$ cat src/rtl/bbm_pkg.sv
package bbm_pkg;
  typedef enum logic [3:0] {
    ST_IDLE,
    ST_HS_ON,
    ST_HS_OFF,
    ST_WAIT_LX,
    ST_LS_DLY,
    ST_LS_ON,
    ST_LS_OFF,
    ST_WAIT_LSG,
    ST_HS_DLY
  } seq_st_e;

  localparam int unsigned FLG_LX  = 0;
  localparam int unsigned FLG_LSG = 1;
  localparam int unsigned FLG_UV  = 2;
  localparam int unsigned NFLG    = 3;

  function automatic logic hs_phase(seq_st_e s);
    return (s == ST_HS_ON) || (s == ST_HS_OFF);
  endfunction

  function automatic logic ls_phase(seq_st_e s);
    return (s == ST_LS_ON) || (s == ST_LS_OFF);
  endfunction
endpackage

$ cat src/rtl/bbm_sync.sv
module bbm_sync #(
  parameter int unsigned W      = 3,
  parameter int unsigned STAGES = 2
) (
  input  logic         clk_i,
  input  logic         rst_ni,
  input  logic [W-1:0] d_i,
  output logic [W-1:0] q_o
);
  logic [W-1:0] stg_q [STAGES];

  always_ff @(posedge clk_i or negedge rst_ni) begin
    if (!rst_ni) stg_q[0] <= '0;
    else         stg_q[0] <= d_i;
  end

  for (genvar s = 1; s < STAGES; s++) begin : g_stage
    always_ff @(posedge clk_i or negedge rst_ni) begin
      if (!rst_ni) stg_q[s] <= '0;
      else         stg_q[s] <= stg_q[s-1];
    end
  end

  assign q_o = stg_q[STAGES-1];
endmodule

$ cat src/rtl/bbm_trim.sv
module bbm_trim #(
  parameter int unsigned CNT_W     = 8,
  parameter int unsigned TRIM_W    = 6,
  parameter int unsigned HS_ON_DLY = 6,
  parameter int unsigned TRIM_NUM  = 6,
  parameter int unsigned TRIM_DEN  = 25
) (
  input  logic [TRIM_W-1:0] trim_i,
  output logic [CNT_W-1:0]  lim_o
);
  localparam int unsigned NUM_W  = $clog2(TRIM_NUM + 1);
  localparam int unsigned PROD_W = TRIM_W + NUM_W;

  logic [PROD_W-1:0] prod;
  logic [PROD_W-1:0] extra;

  assign prod = PROD_W'(trim_i) * PROD_W'(TRIM_NUM);

  if (TRIM_DEN == 1) begin : g_nodiv
    assign extra = prod;
  end else begin : g_div
    assign extra = prod / PROD_W'(TRIM_DEN);
  end

  assign lim_o = CNT_W'(HS_ON_DLY) + CNT_W'(extra);
endmodule

$ cat src/rtl/bbm_seq.sv
module bbm_seq
  import bbm_pkg::*;
#(
  parameter int unsigned CNT_W      = 8,
  parameter int unsigned HS_OFF_DLY = 4,
  parameter int unsigned LS_OFF_DLY = 6,
  parameter int unsigned LS_ON_DLY  = 6,
  parameter int unsigned LX_TMO     = 84
) (
  input  logic             clk_i,
  input  logic             rst_ni,
  input  logic             en_i,
  input  logic             pwm_i,
  input  logic             sync_en_i,
  input  logic             lx_low_i,
  input  logic             lsg_low_i,
  input  logic             bst_uv_i,
  input  logic [CNT_W-1:0] hs_on_lim_i,
  output logic             hs_o,
  output logic             ls_o
);
  localparam logic [CNT_W-1:0] HS_OFF_L = CNT_W'(HS_OFF_DLY);
  localparam logic [CNT_W-1:0] LS_OFF_L = CNT_W'(LS_OFF_DLY);
  localparam logic [CNT_W-1:0] LS_ON_L  = CNT_W'(LS_ON_DLY);
  localparam logic [CNT_W-1:0] LX_TMO_L = CNT_W'(LX_TMO);

  seq_st_e          state_q, state_d;
  logic [CNT_W-1:0] cnt_q, cnt_d, lim;
  logic             pwm_q, done, hs_q, ls_q;

  always_ff @(posedge clk_i or negedge rst_ni) begin
    if (!rst_ni) pwm_q <= 1'b0;
    else         pwm_q <= pwm_i;
  end

  always_comb begin
    unique case (state_q)
      ST_HS_OFF:  lim = HS_OFF_L;
      ST_LS_OFF:  lim = LS_OFF_L;
      ST_LS_DLY:  lim = LS_ON_L;
      ST_WAIT_LX: lim = LX_TMO_L;
      ST_HS_DLY:  lim = hs_on_lim_i;
      default:    lim = '1;
    endcase
  end

  assign done = ((CNT_W+1)'(cnt_q) + (CNT_W+1)'(1)) == (CNT_W+1)'(lim);

  always_comb begin
    state_d = state_q;
    unique case (state_q)
      ST_IDLE:     state_d = pwm_q ? ST_WAIT_LSG : ST_WAIT_LX;
      ST_HS_ON:    if (!pwm_q) state_d = ST_HS_OFF;
      ST_HS_OFF:   if (pwm_q) state_d = ST_HS_ON;
                   else if (done) state_d = ST_WAIT_LX;
      ST_WAIT_LX:  if (pwm_q) state_d = ST_WAIT_LSG;
                   else if (lx_low_i) state_d = ST_LS_DLY;
                   else if (done) state_d = ST_LS_ON; // timeout: force low side
      ST_LS_DLY:   if (pwm_q) state_d = ST_WAIT_LSG;
                   else if (done) state_d = ST_LS_ON;
      ST_LS_ON:    if (pwm_q) state_d = ST_LS_OFF;
      ST_LS_OFF:   if (!pwm_q) state_d = ST_LS_ON;
                   else if (done) state_d = ST_WAIT_LSG;
      ST_WAIT_LSG: if (!pwm_q) state_d = ST_WAIT_LX;
                   else if (lsg_low_i) state_d = ST_HS_DLY;
      ST_HS_DLY:   if (!pwm_q) state_d = ST_WAIT_LX;
                   else if (done) state_d = ST_HS_ON;
      default:     state_d = ST_IDLE;
    endcase
    if (!en_i) state_d = ST_IDLE;
  end

  always_comb begin
    if (state_d != state_q) cnt_d = '0;
    else if (state_q inside {ST_HS_OFF, ST_LS_OFF, ST_LS_DLY, ST_WAIT_LX, ST_HS_DLY})
      cnt_d = cnt_q + CNT_W'(1);
    else cnt_d = cnt_q;
  end

  always_ff @(posedge clk_i or negedge rst_ni) begin
    if (!rst_ni) begin
      state_q <= ST_IDLE;
      cnt_q   <= '0;
      hs_q    <= 1'b0;
      ls_q    <= 1'b0;
    end else begin
      state_q <= state_d;
      cnt_q   <= cnt_d;
      hs_q    <= en_i & ~bst_uv_i & hs_phase(state_d);
      ls_q    <= en_i & sync_en_i & ls_phase(state_d);
    end
  end

  assign hs_o = hs_q;
  assign ls_o = ls_q;

  p_no_overlap_r1: assert property (@(posedge clk_i) disable iff (!rst_ni)
    !(hs_q && ls_q));
  p_ls_dead_r2: assert property (@(posedge clk_i) disable iff (!rst_ni)
    $rose(ls_q) |-> $past(!hs_q));
  p_hs_dead_r3: assert property (@(posedge clk_i) disable iff (!rst_ni)
    $rose(hs_q) |-> $past(!ls_q));
  p_hs_needs_pwm_r3: assert property (@(posedge clk_i) disable iff (!rst_ni)
    $rose(hs_q) |-> $past(pwm_q));
  p_sync_dis_r6: assert property (@(posedge clk_i) disable iff (!rst_ni)
    !sync_en_i |=> !ls_q);
  p_bst_uv_r7: assert property (@(posedge clk_i) disable iff (!rst_ni)
    bst_uv_i |=> !hs_q);
  p_en_off_r8: assert property (@(posedge clk_i) disable iff (!rst_ni)
    !en_i |=> !(hs_q || ls_q));
endmodule

$ cat src/rtl/bbm_gate_seq.sv
module bbm_gate_seq
  import bbm_pkg::*;
#(
  parameter int unsigned CNT_W      = 8,
  parameter int unsigned TRIM_W     = 6,
  parameter int unsigned HS_OFF_DLY = 4,
  parameter int unsigned LS_OFF_DLY = 6,
  parameter int unsigned LS_ON_DLY  = 6,
  parameter int unsigned HS_ON_DLY  = 6,
  parameter int unsigned LX_TMO     = 84,
  parameter int unsigned TRIM_NUM   = 6,
  parameter int unsigned TRIM_DEN   = 25,
  parameter int unsigned SYNC_STG   = 2
) (
  input  logic              clk_i,
  input  logic              rst_ni,
  input  logic              en_i,
  input  logic              pwm_i,
  input  logic              sync_en_i,
  input  logic              lx_low_i,
  input  logic              lsg_low_i,
  input  logic              bst_uv_i,
  input  logic [TRIM_W-1:0] hs_trim_i,
  output logic              hs_o,
  output logic              ls_o
);
  logic [NFLG-1:0]  flg_raw, flg_s;
  logic [CNT_W-1:0] hs_on_lim;

  always_comb begin
    flg_raw         = '0;
    flg_raw[FLG_LX]  = lx_low_i;
    flg_raw[FLG_LSG] = lsg_low_i;
    flg_raw[FLG_UV]  = bst_uv_i;
  end

  bbm_sync #(.W(NFLG), .STAGES(SYNC_STG)) u_sync (
    .clk_i (clk_i),
    .rst_ni(rst_ni),
    .d_i   (flg_raw),
    .q_o   (flg_s)
  );

  bbm_trim #(
    .CNT_W(CNT_W), .TRIM_W(TRIM_W), .HS_ON_DLY(HS_ON_DLY),
    .TRIM_NUM(TRIM_NUM), .TRIM_DEN(TRIM_DEN)
  ) u_trim (
    .trim_i(hs_trim_i),
    .lim_o (hs_on_lim)
  );

  bbm_seq #(
    .CNT_W(CNT_W), .HS_OFF_DLY(HS_OFF_DLY), .LS_OFF_DLY(LS_OFF_DLY),
    .LS_ON_DLY(LS_ON_DLY), .LX_TMO(LX_TMO)
  ) u_seq (
    .clk_i      (clk_i),
    .rst_ni     (rst_ni),
    .en_i       (en_i),
    .pwm_i      (pwm_i),
    .sync_en_i  (sync_en_i),
    .lx_low_i   (flg_s[FLG_LX]),
    .lsg_low_i  (flg_s[FLG_LSG]),
    .bst_uv_i   (flg_s[FLG_UV]),
    .hs_on_lim_i(hs_on_lim),
    .hs_o       (hs_o),
    .ls_o       (ls_o)
  );
endmodule

$ cat config.mk
export PLATFORM = sky130hd
export DESIGN_NAME = bbm_gate_seq
export DESIGN_NICKNAME = d
export VERILOG_FILES = /design/src/rtl/bbm_pkg.sv /design/src/rtl/bbm_sync.sv /design/src/rtl/bbm_trim.sv /design/src/rtl/bbm_seq.sv /design/src/rtl/bbm_gate_seq.sv
export SDC_FILE = /design/constraint.sdc
export NUM_CORES = 1
export LEC_CHECK = 0
export BUFFER_PORTS_ARGS = -buffer_cell sky130_fd_sc_hd__buf_2
export CAP_MARGIN = 25
export CORE_AREA = 2 2 60 90
export CTS_BUF_LIST = sky130_fd_sc_hd__clkbuf_4 sky130_fd_sc_hd__clkbuf_8
export CTS_CLUSTER_DIAMETER = 200
export DETAILED_ROUTE_END_ITERATION = 10
export DIE_AREA = 0 0 62 92
export GPL_ROUTABILITY_DRIVEN = 0
export PLACE_DENSITY = 0.82
export SLEW_MARGIN = 20
export SYNTH_ARGS = -nofsm -noshare
export SYNTH_HDL_FRONTEND = slang
export SYNTH_SLANG_ARGS = --single-unit
$ cat constraint.sdc
create_clock -name clk_i -period 4.75 [get_ports clk_i]
set_input_delay 0.7125 -clock clk_i [delete_from_list [all_inputs] [get_ports clk_i]]
set_output_delay 0.7125 -clock clk_i [all_outputs]
set_load 0.05 [all_outputs]
Word-level counts from Yosys, hierarchy flattened

Cells that the tools add are included.

Div/mod/pow operators: 1
Add/subtract/negate cells: 3
Bitwise operators: 5
Multiply operators: 1
Multiplexer cells: 20
Equal/unequal tests: 14
Reductions and logical operators: 6

Operators with widths:

| operator                                                               | number |
|---|---|
| 4-bit 2-to-1 mux                                                       | 15 |
| 4-bit case mux with 9 select lines                                     | 1 |
| 8-bit case mux with 4 select lines                                     | 1 |
| 4-bit by 3-bit equality test with 1-bit output (second input constant) | 6 |
| 8-bit 2-to-1 mux                                                       | 2 |
| 4-bit by 2-bit equality test with 1-bit output (second input constant) | 3 |
| 8-bit by 1-bit adder with 9-bit output (second input constant)         | 1 |
| 9-bit by 5-bit divider with 9-bit output (second input constant)       | 1 |
| 9-bit by 8-bit equality test with 1-bit output                         | 1 |
| 3-bit by 8-bit adder with 8-bit output (first input constant)          | 1 |
| 8-bit by 1-bit adder with 8-bit output (second input constant)         | 1 |
| 4-bit by 1-bit equality test with 1-bit output (second input constant) | 2 |
| 6-bit by 2-bit multiplier with 8-bit output (second input constant)    | 1 |
| 5-bit nonzero test                                                     | 1 |
| 1-bit AND                                                              | 4 |
| 4-bit equality test (second input constant)                            | 1 |
| 4-bit zero test                                                        | 1 |
| 4-bit inequality test                                                  | 1 |
| 3-bit 2-to-1 mux                                                       | 1 |
| 1-bit logical OR                                                       | 2 |
| 2-bit nonzero test                                                     | 1 |
| 2-bit OR reduction                                                     | 1 |
| 1-bit NOT                                                              | 1 |

Register bits: 21
Output and inout bits: 2
Input bits: 14
Word-level logic and storage cells: 57

Depth between registers and ports, before layout

Depth in word-level cells: 13
Gate-level depth with buffers: 25
Mapped depth without buffers: 23

Hierarchy

Synthesis repeated with hierarchy kept, for this count alone.

Cells, all modules: 384
Area total of the unflattened synthesis: 3030.4 um^2

Modules (own cells, without submodules):

| module   | times used | area an instance (um^2) | seq. area each (um^2) | cells an instance |
|---|---|---|---|---|
| bbm_seq  | 1          | 1498.9                  | 375.4                 | 190 |
| bbm_trim | 1          | 1358.8                  | 0.0                   | 185 |
| bbm_sync | 1          | 172.7                   | 150.1                 | 9 |

Worst setup path before layout

Ideal clock, no wire load.

Path kind: input to register
Start: input hs_trim_i[0]
End: register u_seq.ls_q, in the netlist u_seq.ls_o
Buffers on the path: 0
Slack: -0.830 ns
Required time: 4.684 ns
Arrival: 5.513 ns
Setup time: 0.066 ns
Stages: 23
Cells stage by stage: ha_1 fa_1 xor2_2 a2111o_1 o211ai_2 o21ai_1 and4_1 o21a_2 mux2i_2 mux2i_4 inv_1 and2_1 ha_1 xnor2_1 o21ai_0 xnor2_1 and4_1 nand2b_1 a2111oi_0 mux2_4 a41oi_4 nor3b_2 and3_1

Word-level cells in the longest chain between the ends: 13
Elaborated cells between the ends (all ways): 21
Classes of those cells: 1 x add/sub; 1 x mul; 1 x div; 3 x eq/ne; 13 x mux; 1 x bitwise; 1 x reduce/logical

Ends and longest elaborated chain:

| what                                               | RTL line                     | RTL |
|---|---|---|
| start, declared                                    | bbm_gate_seq.sv:23           | `input logic [TRIM_W-1:0] hs_trim_i,` |
| 6-bit by 2-bit multiplier with 8-bit output (*)    | bbm_trim.sv:17               | `assign prod = PROD_W'(trim_i) * PROD_W'(TRIM_NUM);` |
| 9-bit by 5-bit divider with 9-bit output (*)       | bbm_trim.sv:22               | `assign extra = prod / PROD_W'(TRIM_DEN);` |
| 3-bit by 8-bit adder with 8-bit output (*)         | bbm_trim.sv:25               | `assign lim_o = CNT_W'(HS_ON_DLY) + CNT_W'(extra);` |
| 8-bit case mux with 4 select lines (*)             | bbm_seq.sv:37                | `unique case (state_q)` |
| 9-bit by 8-bit equality test with 1-bit output (*) | bbm_seq.sv:47                | `assign done = ((CNT_W+1)'(cnt_q) + (CNT_W+1)'(1)) == (CNT_W+1)'(lim);` |
| 4-bit 2-to-1 mux                                   | bbm_seq.sv:58, bbm_seq.sv:60 |  |
| 4-bit 2-to-1 mux                                   | bbm_seq.sv:57                | `else if (lx_low_i) state_d = ST_LS_DLY;` |
| 4-bit 2-to-1 mux                                   | bbm_seq.sv:56                | `ST_WAIT_LX: if (pwm_q) state_d = ST_WAIT_LSG;` |
| 4-bit case mux with 9 select lines (*)             | bbm_seq.sv:51                | `unique case (state_q)` |
| 4-bit 2-to-1 mux (*)                               | bbm_seq.sv:70                | `if (!en_i) state_d = ST_IDLE;` |
| net u_seq.state_d[2]                               | bbm_seq.sv:27                | `seq_st_e state_q, state_d;` |
| 4-bit by 3-bit equality test with 1-bit output     | bbm_pkg.sv:24                | `return (s == ST_LS_ON) \|\| (s == ST_LS_OFF);` |
| 1-bit logical OR (*)                               | bbm_pkg.sv:24                |  |
| 1-bit AND (*)                                      | bbm_seq.sv:90                | `ls_q <= en_i & sync_en_i & ls_phase(state_d);` |
| end signal, assigned                               | bbm_seq.sv:90                |  |
| end, declared                                      | bbm_seq.sv:29                | `logic pwm_q, done, hs_q, ls_q;` |

Mark *: on every way through the listed nets, which the timed path passes. The rest lies on a longest branch.
A chain may end at the register's enable or synchronous reset.

Final worst setup path

Start: input hs_trim_i[2]
End: register u_seq.ls_q, in the netlist u_seq.ls_o

The elaborated chain is that of the path after synthesis.

==> metrics.md <==
| Metric | Value |
|---|---|
| CTS max path bufs | `2` |
| CTS tree | `done` |
| Startpoint types | `primary input` |
| Hold buffers post-CTS | `0` |
| Placed cells | `494` |
| Share of layout cells above drive strength 1 | `47.67%` |
| Top cells by count, synth | `nor2_1, nand2_1, dfrtp_1` |
| Pwr dens | `367.7 nW/um2` |
| Grt ovf | `0` |
| CP required | `4.95 ns` |
| Setup slack after layout | `-1.124 ns` |
| Top cells by area, synth | `dfrtp_1, ha_1, nor2_1` |
| Nets | `502` |
| Final-report max-slew violation count | `0` |
| Failing checks | `design-rule violations, negative setup slack` |
| CTS root buffer | `clkbuf_8` |
| TritonCTS Buffers | `3` |
| Slew HR | `36.41%` |
| Die area | `5704 um2` |
| Final Setup Violations | `14` |
| Final Non-Filler Cells | `540` |
| CTS clk-pin slew, worst paths | `0.07 ns` |
| Core Footprint | `5005 um2` |
| Pre-CTS setup slack | `-0.9308 ns` |
| Final WL | `15.82 mm` |
| Fraction of registers with async set/reset | `100.0%` |
| Pre-antenna DRT Iters | `11` |
| Crit path kind | `in -> reg` |
| Mapped cell area | `2850 um2` |
| Post-synth EDFFs | `0` |
| Starting Density | `56.95%` |
| Global-route wire length before repair | `17.87 mm` |
| Clock sink count | `21` |
| CP endpoint kind | `register` |
| Unrepaired setup endpoints after global routing | `true` |
| Crit path max fanout | `6` |
| Net Count, Synth | `382` |
| Met2 WL | `6.605 mm` |
| GRT Total Usage | `42.03%` |
| Port bufs | `15` |
| IO Count | `16` |
| Pleak | `1.866 nW` |
| Period utilization | `123.7%` |
| Area Growth Syn to Fin | `56.58%` |
| Most frequent cell after synthesis | `nor2_1` |
| Met3 routed WL | `2.255 mm` |
| 1st-iter DRT viols | `838` |
| Hold Path Class | `reg -> reg` |
| Final hold vios | `0` |
| Via count | `4,167` |
| Metal-1 WL | `4.924 mm` |
| DRC | `27` |
| Fin crit period | `5.874 ns` |
| Seq/Total Area, Yosys | `18.44%` |
| Worst IR drop on VDD | `328.5 uV` |
| Diodes inserted | `0` |
| Die Span X | `62 um` |
| Die Ht | `92 um` |
| Syn. warnings | `0` |
| Status | `complete, but fails checks` |
| Initial antenna violation count | `2` |
| Main flop type after synthesis | `dfrtp_1` |
| WL/cell | `29.29 um` |
| Via/cell ratio | `7.717` |
| Max Clock Skew | `0.001842 ns` |
| WP data arrival | `6.08 ns` |
| Cell count after synthesis | `353` |
| Vias in the first global route | `3,626` |
| Max H-tree Level | `1` |
| Post-DP HPWL | `6.532 mm` |
| Worst Tran Pin Value | `0.9451 ns` |
| Final ANT Viol Nets | `0` |
| Cell taking the most area after synthesis | `dfrtp_1` |
| Post-synth top area share | `18.44%` |
| Pin count of the biggest net entering global routing | `22` |
| Setup TNS | `-14.61 ns` |
| DR top layer | `met4` |
| Std cell rows | `32` |
| Fill cells | `195` |
| Post-synthesis register bit count | `21` |
| Count of different cell masters after synthesis | `88` |
| Max-cap violations | `0` |
| Worst-Skew Late Latency | `0.26 ns` |
| Fmax | `170.3 MHz` |
| Synthesized area per cell | `8.074 um2` |
-- layout by cell type (no fill, tap or decap), drive strengths merged, types with 3 or more instances in the layout --
| cell type | Yosys | final |
|---|---|---|
| inv | 13 | 13 |
| nand2 | 40 | 40 |
| a41oi | 3 | 3 |
| mux2i | 7 | 7 |
| nor3 | 6 | 6 |
| o211ai | 6 | 6 |
| ha | 14 | 14 |
| nor4 | 5 | 5 |
| nand2b | 3 | 3 |
| nor2 | 44 | 44 |
| a21o | 3 | 3 |
| nor2b | 5 | 5 |
| o32ai | 4 | 4 |
| xor2 | 5 | 5 |
| buf | 7 | 128 |
| a21oi | 17 | 17 |
| clkbuf | 6 | 3 |
| o311a | 3 | 3 |
| nand3 | 16 | 16 |
| dfrtp | 21 | 21 |
| o31a | 3 | 3 |
| xnor2 | 17 | 17 |
| and3 | 6 | 6 |
| o21a | 5 | 5 |
| a22oi | 4 | 4 |
| nand4 | 4 | 4 |
| o21ai | 25 | 25 |
| a2111oi | 5 | 5 |
| and4 | 3 | 3 |
| a31oi | 7 | 7 |
-- path summary, 6_finish.rpt --
kind / start / endpoint / depth (start not counted) / slack [ns]
worst max register to register: u_seq.state_q[1]$_DFF_PN0_ / u_seq.ls_o$_DFF_PN0_ / 13 / 0.89
worst min register to register: u_sync.stg_q[4]$_DFF_PN0_ / u_sync.q_o[1]$_DFF_PN0_ / 0 / 0.36
worst min-delay path: u_sync.stg_q[4]$_DFF_PN0_ / u_sync.q_o[1]$_DFF_PN0_ / 0 / 0.36
worst max-delay path: hs_trim_i[2] / u_seq.ls_o$_DFF_PN0_ / 24 / -1.12
max in group asynchronous: rst_ni / u_seq.state_q[0]$_DFF_PN0_ / 1 / 4.04
min in group asynchronous: rst_ni / u_seq.cnt_q[1]$_DFFE_PN0P_ / 1 / 0.39
-- routing by layer --
metal,vias up,global-route usage (%)
li1,1572,-
met4,0,29.26
met3,245,18.34
met5,-,0
met2,470,64.67
met1,1880,43.60
-- what timing repair did --
action | CTS | global route
resized for setup | 51 | 39
pin swaps | 31 | 31
endpoints found under the hold margin | 0 | 0
setup buffers | 15 | 27
endpoints found under the setup margin | 14 | 14
-- sequential cells by signal, summed over array words and instances, names as in the netlist --
name / cells
u_seq.state_q: 4
u_sync.q_o: 3
u_seq.cnt_q: 8
u_seq.ls_o: 1
u_seq.hs_o: 1
u_sync.stg_q: 3
u_seq.pwm_q: 1
-- critical path, cell delays in order --
cell and delay [ns]:
buf_12 0.11, ha_4 0.25, o21ai_0 0.40, nor4_2 0.13, or3_4 0.46, buf_4 0.18
a31oi_2 0.34, nor2_2 0.11, o21a_4 0.24, o41a_1 0.49, nor3_2 0.35, nand3b_4 0.21
and2_4 0.15, ha_4 0.16, xnor2_2 0.14, o21ai_2 0.08, xnor2_1 0.18, and4_1 0.24
nand2_1 0.09, a2111oi_2 0.25, mux2_4 0.28, a41oi_4 0.14, nor3b_2 0.22, and3_1 0.17
-- logic make-up (layout without fill, tap and decap cells) --
kind of cell	Yosys count	count (layout)	share of synthesized area, %
simple gates	145	145	26.25
compound gates	115	115	33.10
buf+inv	27	146	4.258
xor+xnor	22	22	7.551
flops	21	21	18.44
fa+ha+maj	15	15	6.848
mux	8	8	3.555
-- area by class of cell --
class / instances / area (um2) / share of cell area [%]
flip-flops and latches: 21 / 525.5 / 11.77
inverters: 14 / 55.05 / 1.234
well taps: 68 / 85.08 / 1.906
repair buffers: 128 / 1033 / 23.16
clock inverters: 1 / 5.005 / 0.1121
multi-input cells: 305 / 2718 / 60.89
clock buffers: 3 / 41.29 / 0.9251
-- power by group --
group	leakage, nW	internal, mW	switching (mW)
combinational	1.57	0.564	0.737
clock	0.0255	0.0584	0.0552
sequential	0.272	0.193	0.0336
total	1.87	0.815	0.826
-- per-stage QoR --
stage	power (mW)	utilization, %	hold slack, ns	instance area (um2)
final	1.641	89.18	0.3572	4463
after floorplan	0.7979	-	0.3312	3005
after detailed placement	1.107	72.75	0.3394	3641
after global routing	1.695	89.18	0.3627	4463
after global placement	1.075	72.75	0.3326	3641
after CTS	1.327	81.25	0.3560	4066
(Power assumes the default switching activity.)
